`src/rtl/clkcfg_pkg.sv`:
```
package clkcfg_pkg;

   typedef enum logic [1:0] {
      ST_IDLE  = 2'd0,
      ST_SHIFT = 2'd1,
      ST_LATCH = 2'd2
   } prog_state_t;

endpackage

```
`src/rtl/clkcfg_sclk_gen.sv`:
```
module clkcfg_sclk_gen #(
   parameter int SCLK_DIV = 25
) (
   input  logic clk,
   input  logic rst,
   input  logic run,
   output logic period_end,
   output logic high_phase
);
   localparam int CNT_W   = (SCLK_DIV > 1) ? $clog2(SCLK_DIV) : 1;
   localparam int LOW_CYC = SCLK_DIV / 2;
   localparam logic [CNT_W-1:0] LAST_C = CNT_W'(SCLK_DIV - 1);
   localparam logic [CNT_W-1:0] LOW_C  = CNT_W'(LOW_CYC);

   logic [CNT_W-1:0] cnt;

   always_ff @(posedge clk) begin
      if (rst) begin
         cnt <= '0;
      end else if (!run) begin
         cnt <= '0;
      end else if (cnt == LAST_C) begin
         cnt <= '0;
      end else begin
         cnt <= cnt + CNT_W'(1);
      end
   end

   assign period_end = run && (cnt == LAST_C);
   assign high_phase = (cnt >= LOW_C);

   // the phase counter never leaves its period
   assert_cnt_in_period_R3: assert property (@(posedge clk) disable iff (rst)
      cnt <= LAST_C);

   // an idle counter starts each sequence at phase zero
   assert_cnt_idle_zero_R3: assert property (@(posedge clk) disable iff (rst)
      !run |=> cnt == '0);

endmodule

```
`src/rtl/clkcfg_shifter.sv`:
```
module clkcfg_shifter #(
   parameter int WORD_W = 32
) (
   input  logic              clk,
   input  logic              rst,
   input  logic              load,
   input  logic              shift,
   input  logic [WORD_W-1:0] din,
   output logic              msb
);
   logic [WORD_W-1:0] sr;

   always_ff @(posedge clk) begin
      if (rst) begin
         sr <= '0;
      end else if (load) begin
         sr <= din;
      end else if (shift) begin
         sr <= {sr[WORD_W-2:0], 1'b0};
      end
   end

   assign msb = sr[WORD_W-1];

   // loading and shifting never collide
   assert_load_xor_shift_R4: assert property (@(posedge clk) disable iff (rst)
      !(load && shift));

endmodule

```
`src/rtl/clkcfg_seq.sv`:
```
module clkcfg_seq
   import clkcfg_pkg::*;
#(
   parameter int WORD_W    = 32,
   parameter int NUM_WORDS = 15
) (
   input  logic                         clk,
   input  logic                         rst,
   input  logic                         start,
   input  logic                         period_end,
   output prog_state_t                  state,
   output logic                         load,
   output logic [$clog2(NUM_WORDS)-1:0] load_idx,
   output logic                         shift,
   output logic                         done
);
   localparam int IDX_W = $clog2(NUM_WORDS);
   localparam int BIT_W = $clog2(WORD_W);
   localparam logic [IDX_W-1:0] LAST_W = IDX_W'(NUM_WORDS - 1);
   localparam logic [BIT_W-1:0] LAST_B = BIT_W'(WORD_W - 1);

   logic [IDX_W-1:0] word_idx;
   logic [BIT_W-1:0] bit_idx;

   always_ff @(posedge clk) begin
      if (rst) begin
         state    <= ST_IDLE;
         word_idx <= '0;
         bit_idx  <= '0;
         done     <= 1'b0;
      end else begin
         done <= 1'b0;
         case (state)
            ST_IDLE: begin
               if (start) begin
                  state    <= ST_SHIFT;
                  word_idx <= '0;
                  bit_idx  <= '0;
               end
            end
            ST_SHIFT: begin
               if (period_end) begin
                  if (bit_idx == LAST_B) begin
                     state   <= ST_LATCH;
                     bit_idx <= '0;
                  end else begin
                     bit_idx <= bit_idx + BIT_W'(1);
                  end
               end
            end
            ST_LATCH: begin
               if (period_end) begin
                  if (word_idx == LAST_W) begin
                     state    <= ST_IDLE;
                     word_idx <= '0;
                     done     <= 1'b1;
                  end else begin
                     state    <= ST_SHIFT;
                     word_idx <= word_idx + IDX_W'(1);
                  end
               end
            end
            default: state <= ST_IDLE;
         endcase
      end
   end

   always_comb begin
      load     = 1'b0;
      load_idx = '0;
      if (state == ST_IDLE && start) begin
         load = 1'b1;
      end else if (state == ST_LATCH && period_end && word_idx != LAST_W) begin
         load     = 1'b1;
         load_idx = word_idx + IDX_W'(1);
      end
   end

   assign shift = (state == ST_SHIFT) && period_end && (bit_idx != LAST_B);

   // an idle start request always opens a sequence
   assert_start_opens_R2: assert property (@(posedge clk) disable iff (rst)
      (state == ST_IDLE && start) |=> (state == ST_SHIFT && word_idx == '0));

   // a start request mid-word leaves the position untouched
   assert_start_ignored_R9: assert property (@(posedge clk) disable iff (rst)
      (state == ST_SHIFT && start && !period_end) |=> ($stable(word_idx) && $stable(bit_idx)));

   // done only follows the final latch period
   assert_done_after_latch_R8: assert property (@(posedge clk) disable iff (rst)
      done |-> ($past(state) == ST_LATCH && state == ST_IDLE));

endmodule

```
`src/rtl/clkcfg_serial_prog.sv`:
```
module clkcfg_serial_prog
   import clkcfg_pkg::*;
#(
   parameter int              WORD_W     = 32,
   parameter int              HALF_W     = 16,
   parameter int              NUM_WORDS  = 15,
   parameter int              SCLK_DIV   = 25,
   parameter logic [WORD_W-1:0] RESET_WORD = 32'h8000_0000
) (
   input  logic                            clk,
   input  logic                            rst,
   input  logic                            start,
   input  logic [(NUM_WORDS-1)*HALF_W-1:0] cfg_hi,
   input  logic [(NUM_WORDS-1)*HALF_W-1:0] cfg_lo,
   output logic                            sclk,
   output logic                            sdata,
   output logic                            le,
   output logic                            busy,
   output logic                            done
);
   localparam int IDX_W = $clog2(NUM_WORDS);

   if (WORD_W != 2 * HALF_W) begin : g_bad_width
      $error("WORD_W must be twice HALF_W");
   end
   if (NUM_WORDS < 2) begin : g_bad_count
      $error("NUM_WORDS must be at least 2");
   end
   if (SCLK_DIV < 2) begin : g_bad_div
      $error("SCLK_DIV must be at least 2");
   end

   prog_state_t      state;
   logic             period_end;
   logic             high_phase;
   logic             load;
   logic             shift;
   logic [IDX_W-1:0] load_idx;
   logic             msb;
   logic [WORD_W-1:0] word_tbl [NUM_WORDS];

   assign word_tbl[0] = RESET_WORD;
   for (genvar g = 1; g < NUM_WORDS; g++) begin : g_word
      assign word_tbl[g] = {cfg_hi[(g-1)*HALF_W +: HALF_W], cfg_lo[(g-1)*HALF_W +: HALF_W]};
   end

   clkcfg_sclk_gen #(.SCLK_DIV(SCLK_DIV)) u_sclk (
      .clk        (clk),
      .rst        (rst),
      .run        (busy),
      .period_end (period_end),
      .high_phase (high_phase)
   );

   clkcfg_seq #(.WORD_W(WORD_W), .NUM_WORDS(NUM_WORDS)) u_seq (
      .clk        (clk),
      .rst        (rst),
      .start      (start),
      .period_end (period_end),
      .state      (state),
      .load       (load),
      .load_idx   (load_idx),
      .shift      (shift),
      .done       (done)
   );

   clkcfg_shifter #(.WORD_W(WORD_W)) u_shift (
      .clk   (clk),
      .rst   (rst),
      .load  (load),
      .shift (shift),
      .din   (word_tbl[load_idx]),
      .msb   (msb)
   );

   assign busy  = (state != ST_IDLE);
   assign le    = (state == ST_LATCH);
   assign sclk  = (state == ST_SHIFT) && high_phase;
   assign sdata = (state == ST_SHIFT) && msb;

   // data holds while the serial clock is high
   assert_sdata_stable_R4: assert property (@(posedge clk) disable iff (rst)
      (sclk && $past(sclk)) |-> $stable(sdata));

   // the strobe never overlaps a serial clock pulse
   assert_le_no_sclk_R7: assert property (@(posedge clk) disable iff (rst)
      le |-> (!sclk && !sdata));

   // done is a single-cycle pulse that ends busy
   assert_done_pulse_R8: assert property (@(posedge clk) disable iff (rst)
      done |=> !done);

   assert_done_busy_R8: assert property (@(posedge clk) disable iff (rst)
      done |-> (!busy && $past(busy)));

endmodule

```
`config.mk`:
```
export PLATFORM = sky130hd
export DESIGN_NAME = clkcfg_serial_prog
export DESIGN_NICKNAME = d
export VERILOG_FILES = /design/src/rtl/clkcfg_pkg.sv /design/src/rtl/clkcfg_sclk_gen.sv /design/src/rtl/clkcfg_shifter.sv /design/src/rtl/clkcfg_seq.sv /design/src/rtl/clkcfg_serial_prog.sv
export SDC_FILE = /design/constraint.sdc
export NUM_CORES = 1
export LEC_CHECK = 0
export ABC_AREA = 1
export BUFFER_PORTS_ARGS = -buffer_cell sky130_fd_sc_hd__buf_2
export CORE_AREA = 4 4 175 177
export DETAILED_ROUTE_END_ITERATION = 6
export DIE_AREA = 0 0 179 181
export GPL_TIMING_DRIVEN = 0
export PLACE_DENSITY_LB_ADDON = 0.05
export SYNTH_ARGS = -nofsm -noshare
export SYNTH_HDL_FRONTEND = slang
export SYNTH_SLANG_ARGS = --single-unit
```
`constraint.sdc`:
```
create_clock -name clk -period 2.6 [get_ports clk]
set_input_delay 0.13 -clock clk [delete_from_list [all_inputs] [get_ports clk]]
set_output_delay 0.13 -clock clk [all_outputs]
set_load 0.005 [all_outputs]
```
==> results of run 1 <==
-- area by class of cell --
cell class / instances / area, um2 / share of cell area
clock inverters: 3 / 28.78 / 0.002669
well taps: 390 / 488.0 / 0.04525
repair buffers: 476 / 2455 / 0.2277
clock buffers: 5 / 125.1 / 0.01160
inverters: 219 / 838.3 / 0.07774
plain buffers: 102 / 629.4 / 0.05837
multi-input cells: 1044 / 5191 / 0.4814
diodes: 17 / 42.54 / 0.003945
flip-flops and latches: 49 / 984.7 / 0.09132
-- state kept, by name, indices dropped and copies added, names as in the netlist --
register and count:
u_seq.done 1, u_seq.state 2, u_seq.bit_idx 5, u_shift.sr 32, u_sclk.cnt 5, u_seq.word_idx 4
-- power by group through the flow --
stage / Combinational, mW / Sequential [mW] / Clock [mW]
floorplan: 0.259 / 0.801 / 0
global placement: 0.695 / 0.804 / 0
detailed placement: 0.696 / 0.805 / 0
CTS: 0.706 / 0.787 / 0.716
global route: 0.786 / 0.790 / 0.748
finish: 0.704 / 0.787 / 0.701
-- metrics by stage --
stage | area (um2) | power [mW] | worst slack [ns] | setup TNS [ns] | utilization
6_report | 10780 | 2.192 | 0.1088 | 0 | 0.3687
5_1_grt | 10770 | 2.324 | 0.02048 | 0 | 0.3684
4_1_cts | 10700 | 2.209 | -0.01426 | -0.01468 | 0.3660
3_5_place_dp | 10200 | 1.501 | -1.399 | -44.76 | 0.3489
3_3_place_gp | 10200 | 1.500 | -1.371 | -44.07 | 0.3489
2_1_floorplan | 7438 | 1.060 | 0.01388 | 0 | -
-- cells in the final DEF (no fill, tap or decap), drive strengths merged, types with 14 or more instances in the layout --
cell | Yosys | final
buf | 70 | 542
nand2 | 401 | 401
nand3 | 298 | 298
inv | 216 | 218
nor2 | 91 | 91
o211ai | 69 | 69
o21ai | 52 | 52
dfxtp | 49 | 49
clkbuf | 39 | 41
a21oi | 35 | 35
or2 | 28 | 28
nand3b | 22 | 22
diode | 0 | 17
nand4 | 14 | 14
-- cell families after synthesis --
group,share of synthesized area
simple gates,0.5231
buf+inv,0.1820
flops,0.1319
fa+ha+maj,0.01009
xor+xnor,0.003533
compound gates,0.1494
-- critical path: stages, from the launching register on --
cell and delay (ns):
dfxtp_4 0.39, buf_4 0.15, clkbuf_1 0.43, clkbuf_1 0.64, nor2_1 0.11, nor2_1 0.24
o21ai_1 0.11, nand3_1 0.07, nand3_1 0.08, nand3_1 0.09, nand2_1 0.05, inv_1 0.07
-- repair_timing --
action / CTS / global route
pin swaps: 8 / 5
resized for setup: 80 / 16
setup endpoints to repair: 37 / 32
buffers inserted: 17 / 4
-- Yosys cell counts --
library cell  instances  area (um2)
nand3b_1             22       165.2
nor2_1               84       315.3
a21oi_4               1       16.27
xnor2_1               2       17.52
nand3_1             297        1486
or2_2                21       131.4
xor2_1                1       8.760
buf_6                 4       45.04
dfxtp_1              49       980.9
a31oi_1               1       6.260
inv_2                 9       33.78
ha_1                  6       75.07
clkbuf_1             39       146.4
nor2_8                1       20.02
nand4_1              14       87.58
nand2_2               3       18.77
o211ai_1             69       518.0
or2_1                 7       43.79
o21ai_0              39       195.2
inv_1               207       777.0
o21ai_1              13       65.06
nand2_4               2       22.52
buf_2                56       280.3
buf_4                 6       45.04
nor3_1                4       20.02
nor2_4                3       33.78
a21oi_1              34       170.2
buf_1                 4       15.01
nor2_2                3       18.77
o2111ai_1            11       96.34
clkinv_1              3       11.26
nand3_4               1       17.52
o22ai_1               7       43.79
nor3b_1               1       7.510
nand2_1             396        1486
nor3_4                1       16.27
-- worst paths after layout --
kind | startpoint | end | slack [ns] | cells past startpoint
setup reg to reg | u_seq.word_idx[0] | u_shift.sr[9] | 0.11 | 11
hold / removal | rst | u_sclk.cnt[4] | 0.19 | 4
hold reg to reg | u_shift.sr[21] | u_shift.sr[21] | 0.47 | 2
setup / recovery | u_seq.word_idx[0] | u_shift.sr[9] | 0.11 | 11
-- routing by layer --
layer / up-vias / GRT usage / share of wire
li1: 5568 / - / -
met1: 5230 / 0.3444 / 0.41
met2: 404 / 0.4933 / 0.49
met3: 69 / 0.04834 / 0.073
met4: 8 / 0.09395 / 0.028
met5: - / 0 / 0.00094
==> impl_metrics.ini, run 1 <==
[outcome]
outcome = completed

[power_and_ir_drop]
internal-power_mw = 1.508
pwr-share-clk = 0.320
switching_share = 0.3121
seqPwrFrac = 0.359
ir_drop_mv = 0.1973
p_leak_nw = 6.001
power_density_nw_per_um2 = 203.3
comb_power_share = 0.321
p_sw_mw = 0.6843

[floorplanning]
fp.dieH_um = 181
start_util = 0.2544
core-area_um2 = 29240
die-area_um2 = 32400
fp-row-count = 63
die_w_um = 179
ioPinCount = 456

[hold_path]
hold_path.class = in2reg

[cts]
path_clk_slew_ns = 0.08
numCtsBuffers = 5
cts_sinks = 49
cts_tree = done
clockBufferDepth = 2
ctsHoldBuffers = 0
clock_latency_ns = 0.30
root_buffer = clkbuf_16
htree_levels = 2

[sta]
drv_slew = 0
rsz0062_at_grt = no
max_slew_margin = 0.4906
timing.final.crit_share = 0.9582
finalHoldViolations = 0
max_freq_mhz = 401.4
setup_violations = 0
max_slew.worst_pin.slew_ns = 0.7640
holdWs_ns = 0.1869
min_period_ns = 2.491
skew_ns = 0.007948

[route]
wl_per_cell_um = 20.78
wirelength_um = 47890
first_iter_violations = 689
viasPerCell = 4.893
post-route-drc-count = 0
drtAntennaViolNets = 0
num_vias = 11280
first_pass_iters = 5

[place]
dpl.cell_count = 2266
gp_congestion = 0.8887
port_buffers = 455
hpwl_um = 40360

[logic_synthesis]
yosysWarningCount = 0
synth_cell_types = 36
mappedNetlistArea_um2 = 7438
syn_nets = 1878
synth-seq-cells = 49
ys_seq_area_frac = 0.1319
syn_inst = 1421
syn_avg_cell_area_um2 = 5.235

[global_routing]
grt_pass1_vias = 11340
grt_use_total = 0.2811
grt_max_degree = 19
antenna_found_initial = 19
grt.overflow.total = 0
grt_pass1_wl_um = 69520

[worst_setup_path]
critPathLaunchType = flop
endpoint_kind = flop
crit_type = reg2reg
required_ns = 2.84
cp.arrival_ns = 2.73
crit_fanout = 10

[final_layout]
drive_gt1_frac = 0.3303
nFillCells = 3548
area_growth_syn_to_layout_pct = 44.96
fin_cells = 2305
nets = 2354

[job]
cap_violations = 0
(Power assumes the default switching activity.)
==> run 2, diff against run 1 <==
--- a/config.mk
+++ b/config.mk
@@ -12,6 +12,7 @@
 export DIE_AREA = 0 0 179 181
 export GPL_TIMING_DRIVEN = 0
 export PLACE_DENSITY_LB_ADDON = 0.05
+export SETUP_SLACK_MARGIN = 0.2
 export SYNTH_ARGS = -nofsm -noshare
 export SYNTH_HDL_FRONTEND = slang
 export SYNTH_SLANG_ARGS = --single-unit
==> run 2 against run 1 <==
Compared with the run above: cell count rose by 1.3%; critical path type unchanged; sequential power barely moved; highest routed layer is now met4; non-clock buffer count rose by 31; count of clock-buffer cells in the layout rose by 1; total power rose by 7.6%; setup slack got worse by 0.025 ns.
==> impl_metrics.ini, run 2 (same netlist as run 1, synthesis figures left out) <==
[global_routing]
grt_pass1_wl_um = 71280
grt_pass1_vias = 11440
grt_max_degree = 16
antenna_found_initial = 14
grt_use_total = 0.2902
grt.overflow.total = 0

[cts]
clockBufferDepth = 2
clock_latency_ns = 0.29
htree_levels = 2
cts_tree = done
ctsHoldBuffers = 0
path_clk_slew_ns = 0.07
root_buffer = clkbuf_16
numCtsBuffers = 5
cts_sinks = 49

[floorplanning]
fp-row-count = 63
die_w_um = 179
core-area_um2 = 29240
die-area_um2 = 32400
ioPinCount = 456
start_util = 0.2544
fp.dieH_um = 181

[final_layout]
layout_commonest_cell = buf_2
largest_reg_flops = 32
layout.area.seq_um2 = 982.2
final_cell_mix = buf_2, nand2_1, inv_1, nand3_1, nand3_2
nFillCells = 3345
top_register = u_shift.sr
nets = 2386
largest_registers = u_shift.sr x32, u_sclk.cnt x5, u_seq.bit_idx x5
drive_gt1_frac = 0.4187
area_growth_syn_to_layout_pct = 68.66
multi_input_area_um2 = 6013

[sta]
holdWs_ns = 0.1907
timing.final.crit_share = 0.9677
finalHoldViolations = 0
max_freq_mhz = 397.4
max_slew.worst_pin.slew_ns = 0.8514
min_period_ns = 2.516
max_slew_margin = 0.4324
setup_violations = 0
rsz0062_at_grt = yes
skew_ns = 0.003995
drv_slew = 0

[worst_setup_path]
endpoint_kind = flop
cp.arrival_ns = 2.71
r2r_start = u_seq.word_idx[0]
worstSetupStartpoint = u_seq.word_idx[0]
crit_type = reg2reg
critPathSlowestCell = dfxtp_2
crit_chain = buf_8 > inv_6 > clkbuf_16 > clkbuf_16 > ha_4 > nand3_4 > nand2_8 > inv_8 > nand3_4 > buf_12 > buf_8 > buf_6 > or2_1 > o211ai_1 > nand3_1 > nand3_2 > nand3_2 > nand2_1 > inv_1
required_ns = 2.80
ff2ff_path_depth = 19
max_stage_delay_ns = 0.36
crit_fanout = 7
critPathLaunchType = flop

[job]
cap_violations = 0

[route]
wirelength_um = 49940
drtAntennaViolNets = 0
first_pass_iters = 5
num_vias = 11640
post-route-drc-count = 0
viasPerCell = 4.982
wl_per_cell_um = 21.38
first_iter_violations = 772

[power_and_ir_drop]
p_leak_nw = 6.643
power_mw = 2.359
ir_drop_mv = 0.3333
power_density_nw_per_um2 = 188.0

[place]
port_buffers = 455
hpwl_um = 40060
gp_congestion = 0.9149

[hold_path]
hold_depth = 4
hold_start = rst
hold_path.class = in2reg

[outcome]
outcome = completed
-- run 2: changes by cell type in the layout (fill, tap and decap cells not counted), sizes merged --
cell      change
buf          +29
clkbuf        +3
inv           -3
bufinv        +1
clkinvlp      +1
diode         -1
nand3         +1
-- run 2: path summary, 6_finish.rpt --
check / endpoint / slack (ns)
max: u_shift.sr[24] / 0.08
min: u_sclk.cnt[4] / 0.19
max reg2reg: u_shift.sr[24] / 0.08
min reg2reg: u_sclk.cnt[0] / 0.46
-- run 2: repair_timing --
action,4_1_cts,5_1_grt
resized for setup,265,134
pin swaps,58,78
buffers inserted,33,5
gates cloned,9,0
endpoints found under the setup margin,37,33
-- run 2: report_power, final --
part           internal [mW]  total [mW]  leakage [nW]  switching [mW]
clock network          0.481       0.786        0.0832           0.305
registers              0.774       0.789         0.398          0.0148
logic                  0.405       0.784          6.16           0.379
total                   1.66        2.36          6.64           0.699
-- run 2: final cells by class --
| type | instances | area share |
|---|---|---|
| Multi-Input combinational cell | 1045 | 0.4793 |
| Timing Repair Buffer | 501 | 0.2352 |
| Buffer | 108 | 0.08258 |
| Sequential cell | 49 | 0.07829 |
| Inverter | 219 | 0.06851 |
| Tap cell | 390 | 0.03889 |
| Clock buffer | 6 | 0.01107 |
| Antenna cell | 16 | 0.003191 |
| Clock inverter | 2 | 0.002992 |
-- run 2: per-layer routing --
layer  up-vias  routed length [um]  track usage
li1       5637                   -            -
met1      5414               19920       0.3568
met2       496               24450       0.5069
met3        91                3779      0.04750
met4         0                1793       0.1022
met5         -                   0            0
-- run 2: metrics by stage --
| step | setup WS [ns] | TNS, ns | std cells | area [um2] | utilization |
|---|---|---|---|---|---|
| global placement | -1.019 | -31.53 | 2266 | 10210 | 0.3492 |
| finish | 0.08390 | 0 | 2336 | 12550 | 0.4290 |
| detailed placement | -1.036 | -32.66 | 2266 | 10210 | 0.3492 |
| global route | -0.03553 | -0.1547 | 2334 | 12540 | 0.4288 |
| CTS | 0.03937 | 0 | 2315 | 12020 | 0.4109 |
| floorplan | 0.2139 | 0 | 1421 | 7446 | - |
-- run 2: worst max-delay path: cells and delay by family (launching register included) --
family | cells | cell delay [ns]
AO/OA/AOI/OAI | 1 | 0.10
adder cells (fa/ha/maj) | 1 | 0.16
buffers and inverters | 9 | 0.93
flip-flops | 1 | 0.36
AND/OR/NAND/NOR | 8 | 0.85
==> run 3, diff against run 2 <==
--- a/config.mk
+++ b/config.mk
@@ -5,11 +5,10 @@
 export SDC_FILE = /design/constraint.sdc
 export NUM_CORES = 1
 export LEC_CHECK = 0
-export ABC_AREA = 1
 export BUFFER_PORTS_ARGS = -buffer_cell sky130_fd_sc_hd__buf_2
-export CORE_AREA = 4 4 175 177
+export CORE_AREA = 4 4 177 179
 export DETAILED_ROUTE_END_ITERATION = 6
-export DIE_AREA = 0 0 179 181
+export DIE_AREA = 0 0 181 183
 export GPL_TIMING_DRIVEN = 0
 export PLACE_DENSITY_LB_ADDON = 0.05
 export SETUP_SLACK_MARGIN = 0.2
==> run 3 against run 2 <==
Compared with the run above: the flow now finishes with violations (setup timing); critical endpoint is now u_shift.sr[6]; setup slack lost 0.14 ns; critical path depth shrank 6; fmax down 5.4%.
==> impl_metrics.ini, run 3 <==
[outcome]
outcome = complete, but fails checks
violations = setup timing

[cts]
htree_levels = 2
path_clk_slew_ns = 0.08
cts_sinks = 49
clock_latency_ns = 0.30
numCtsBuffers = 5
cts_tree = done
ctsHoldBuffers = 0
clockBufferDepth = 2
root_buffer = clkbuf_16

[final_layout]
final_cell_mix = buf_2, nor2_1, dfxtp_1, o21ai_0, mux2_2
nFillCells = 3185
largest_registers = u_shift.sr x32, u_sclk.cnt x5, u_seq.bit_idx x5
top_register = u_shift.sr
drive_gt1_frac = 0.6020
multi_input_area_um2 = 5962
layout_commonest_cell = buf_2
layout.area.seq_um2 = 982.2
area_growth_syn_to_layout_pct = 75.91
largest_reg_flops = 32
post-route-util = 0.3836
nets = 1770

[sta]
final.setup.worst_slack_ns = -0.06095
min_period_ns = 2.661
setup_violations = 6
rsz0062_at_grt = yes
timing.final.crit_share = 1.023
holdWs_ns = 0.2081
finalHoldViolations = 0
max_slew.worst_pin.slew_ns = 0.8387
max_slew_margin = 0.4388
max_freq_mhz = 375.8
drv_slew = 0
skew_ns = 0.009302

[place]
gp_congestion = 0.8510
hpwl_um = 34710
port_buffers = 455

[power_and_ir_drop]
switching_share = 0.2687
ir_drop_mv = 0.2461
p_sw_mw = 0.6500
seqPwrFrac = 0.335
p_leak_nw = 4.887
power_density_nw_per_um2 = 213.3
internal-power_mw = 1.769
pwr-share-clk = 0.361
comb_power_share = 0.304

[logic_synthesis]
synth_top_cells_by_area = dfxtp_1, mux2_2, mux4_2
async_flop_share = 0
ys_seq_area_frac = 0.1522
yosysMostFrequentCell = nor2_1
synth-seq-cells = 49
syn_nets = 1268
syn_inst = 811
syn_avg_cell_area_um2 = 7.948
synth_top_area_share = 0.1522
yosysWarningCount = 0
synth_top_area_cell = dfxtp_1
synth_edf_count = 0
synth_commonest_cells = nor2_1, o21ai_0, mux2_2
mappedNetlistArea_um2 = 6446
synth_ff_type = dfxtp_1
synth_cell_types = 70

[worst_setup_path]
worst-path-stages = 13
r2r_end = u_shift.sr[6]
r2r_setup_slack_ns = -0.06
path_buf_inv = 8
endpoint_kind = flop
crit_fanout = 8
worstSetupStartpoint = u_seq.word_idx[0]
required_ns = 2.78
crit_type = reg2reg
max_stage_delay_ns = 0.38
critical-path-top-delay-family = buffers and inverters
cp_common_cell = buf_12
critPathCapture = u_shift.sr[6]
critPathSlowestCell = a2111oi_1
crit_chain = buf_12 > buf_12 > clkinv_8 > clkbuf_16 > ha_4 > buf_12 > buf_12 > buf_16 > buf_4 > mux2i_1 > o21ai_0 > a221oi_2 > a2111oi_1
ff2ff_path_depth = 13
cp.arrival_ns = 2.85
r2r_start = u_seq.word_idx[0]
critPathLaunchType = flop

[route]
wl_per_cell_um = 25.45
num_vias = 9002
drtAntennaViolNets = 0
first_pass_iters = 5
wirelength_um = 43440
first_iter_violations = 637
viasPerCell = 5.274
post-route-drc-count = 0

[floorplanning]
core-area_um2 = 29560
fp-row-count = 63
fp.dieH_um = 183
ioPinCount = 456
die_w_um = 181
start_util = 0.2181
die-area_um2 = 33120

[global_routing]
antenna_found_initial = 7
grt_pass1_wl_um = 60340
grt.overflow.total = 0
grt_pass1_vias = 9149
grt_use_total = 0.2410
grt_max_degree = 17

[job]
cap_violations = 0

[hold_path]
hold_start = rst
hold_path.class = in2reg
-- run 3: changes by cell type after synthesis, sizes merged, moves of 21 or more --
cell / delta
nand2: -362
nand3: -287
inv: -209
o211ai: -60
mux2: +53
mux2i: +41
a221oi: +31
or2: -27
nor2b: +21
-- run 3: final cells by class --
class,count,area share
Antenna cell,3,0.0006620
Buffer,95,0.07867
Clock buffer,5,0.01103
Clock inverter,3,0.006069
Inverter,8,0.003752
Multi-Input combinational cell,659,0.5258
Sequential cell,49,0.08662
Tap cell,390,0.04303
Timing Repair Buffer,495,0.2444
-- run 3: per-layer routing --
metal | vias to the layer above | share of wire | GRT usage
li1 | 4229 | - | -
met1 | 4335 | 0.44 | 0.3260
met2 | 400 | 0.48 | 0.4083
met3 | 34 | 0.073 | 0.04443
met4 | 4 | 0.015 | 0.04263
met5 | - | 0.00044 | 0
-- run 3: worst reg2reg max path: stages (launching register included) --
cell	delay, ns
dfxtp_2	0.36
buf_12	0.11
buf_12	0.10
clkinv_8	0.05
clkbuf_16	0.14
ha_4	0.24
buf_12	0.15
buf_12	0.16
buf_16	0.18
buf_4	0.15
mux2i_1	0.11
o21ai_0	0.30
a221oi_2	0.12
a2111oi_1	0.38
-- run 3: worst min-delay path by stage --
stage / endpoint / slack (ns) / cells past startpoint
final: u_shift.sr[31] / 0.21 / 3
after global routing: u_shift.sr[31] / 0.22 / 3
after CTS: u_shift.sr[31] / 0.21 / 3
after detailed placement: u_sclk.cnt[0] / 0.46 / 1
after global placement: u_sclk.cnt[0] / 0.45 / 1
after floorplan: u_shift.sr[31] / 0.31 / 2
-- run 3: logic make-up after synthesis --
family | synth area share
buffers and inverters | 0.07725
and+or+nand+nor | 0.1958
adders and majority gates | 0.01165
xor gates and xnor gates | 0.01184
DFF | 0.1522
AOI/OAI and AO/OA | 0.3251
muxes | 0.2261
-- run 3: metrics by stage --
| step | worst slack (ns) | instance area (um2) | setup TNS (ns) | cells | power, mW |
|---|---|---|---|---|---|
| global placement | -1.222 | 9404 | -28.55 | 1656 | 1.498 |
| CTS | 0.02072 | 10960 | 0 | 1697 | 2.405 |
| detailed placement | -1.162 | 9404 | -28.71 | 1656 | 1.504 |
| global route | -0.09102 | 11340 | -1.207 | 1707 | 2.521 |
| floorplan | 0.2074 | 6639 | 0 | 811 | 1.071 |
| finish | -0.06095 | 11340 | -0.1016 | 1707 | 2.419 |
-- run 3: power groups by stage --
stage	registers (mW)	logic, mW	clock network (mW)
6_report	0.811	0.736	0.872
5_1_grt	0.814	0.800	0.908
4_1_cts	0.810	0.716	0.879
3_5_place_dp	0.827	0.676	0
3_3_place_gp	0.828	0.670	0
2_1_floorplan	0.816	0.255	0
-- run 3: timing repair --
action,in CTS,in global routing
setup buffers,26,4
pin swaps,52,43
gates resized for setup,205,90
cloned,7,3
endpoints found under the setup margin,36,34
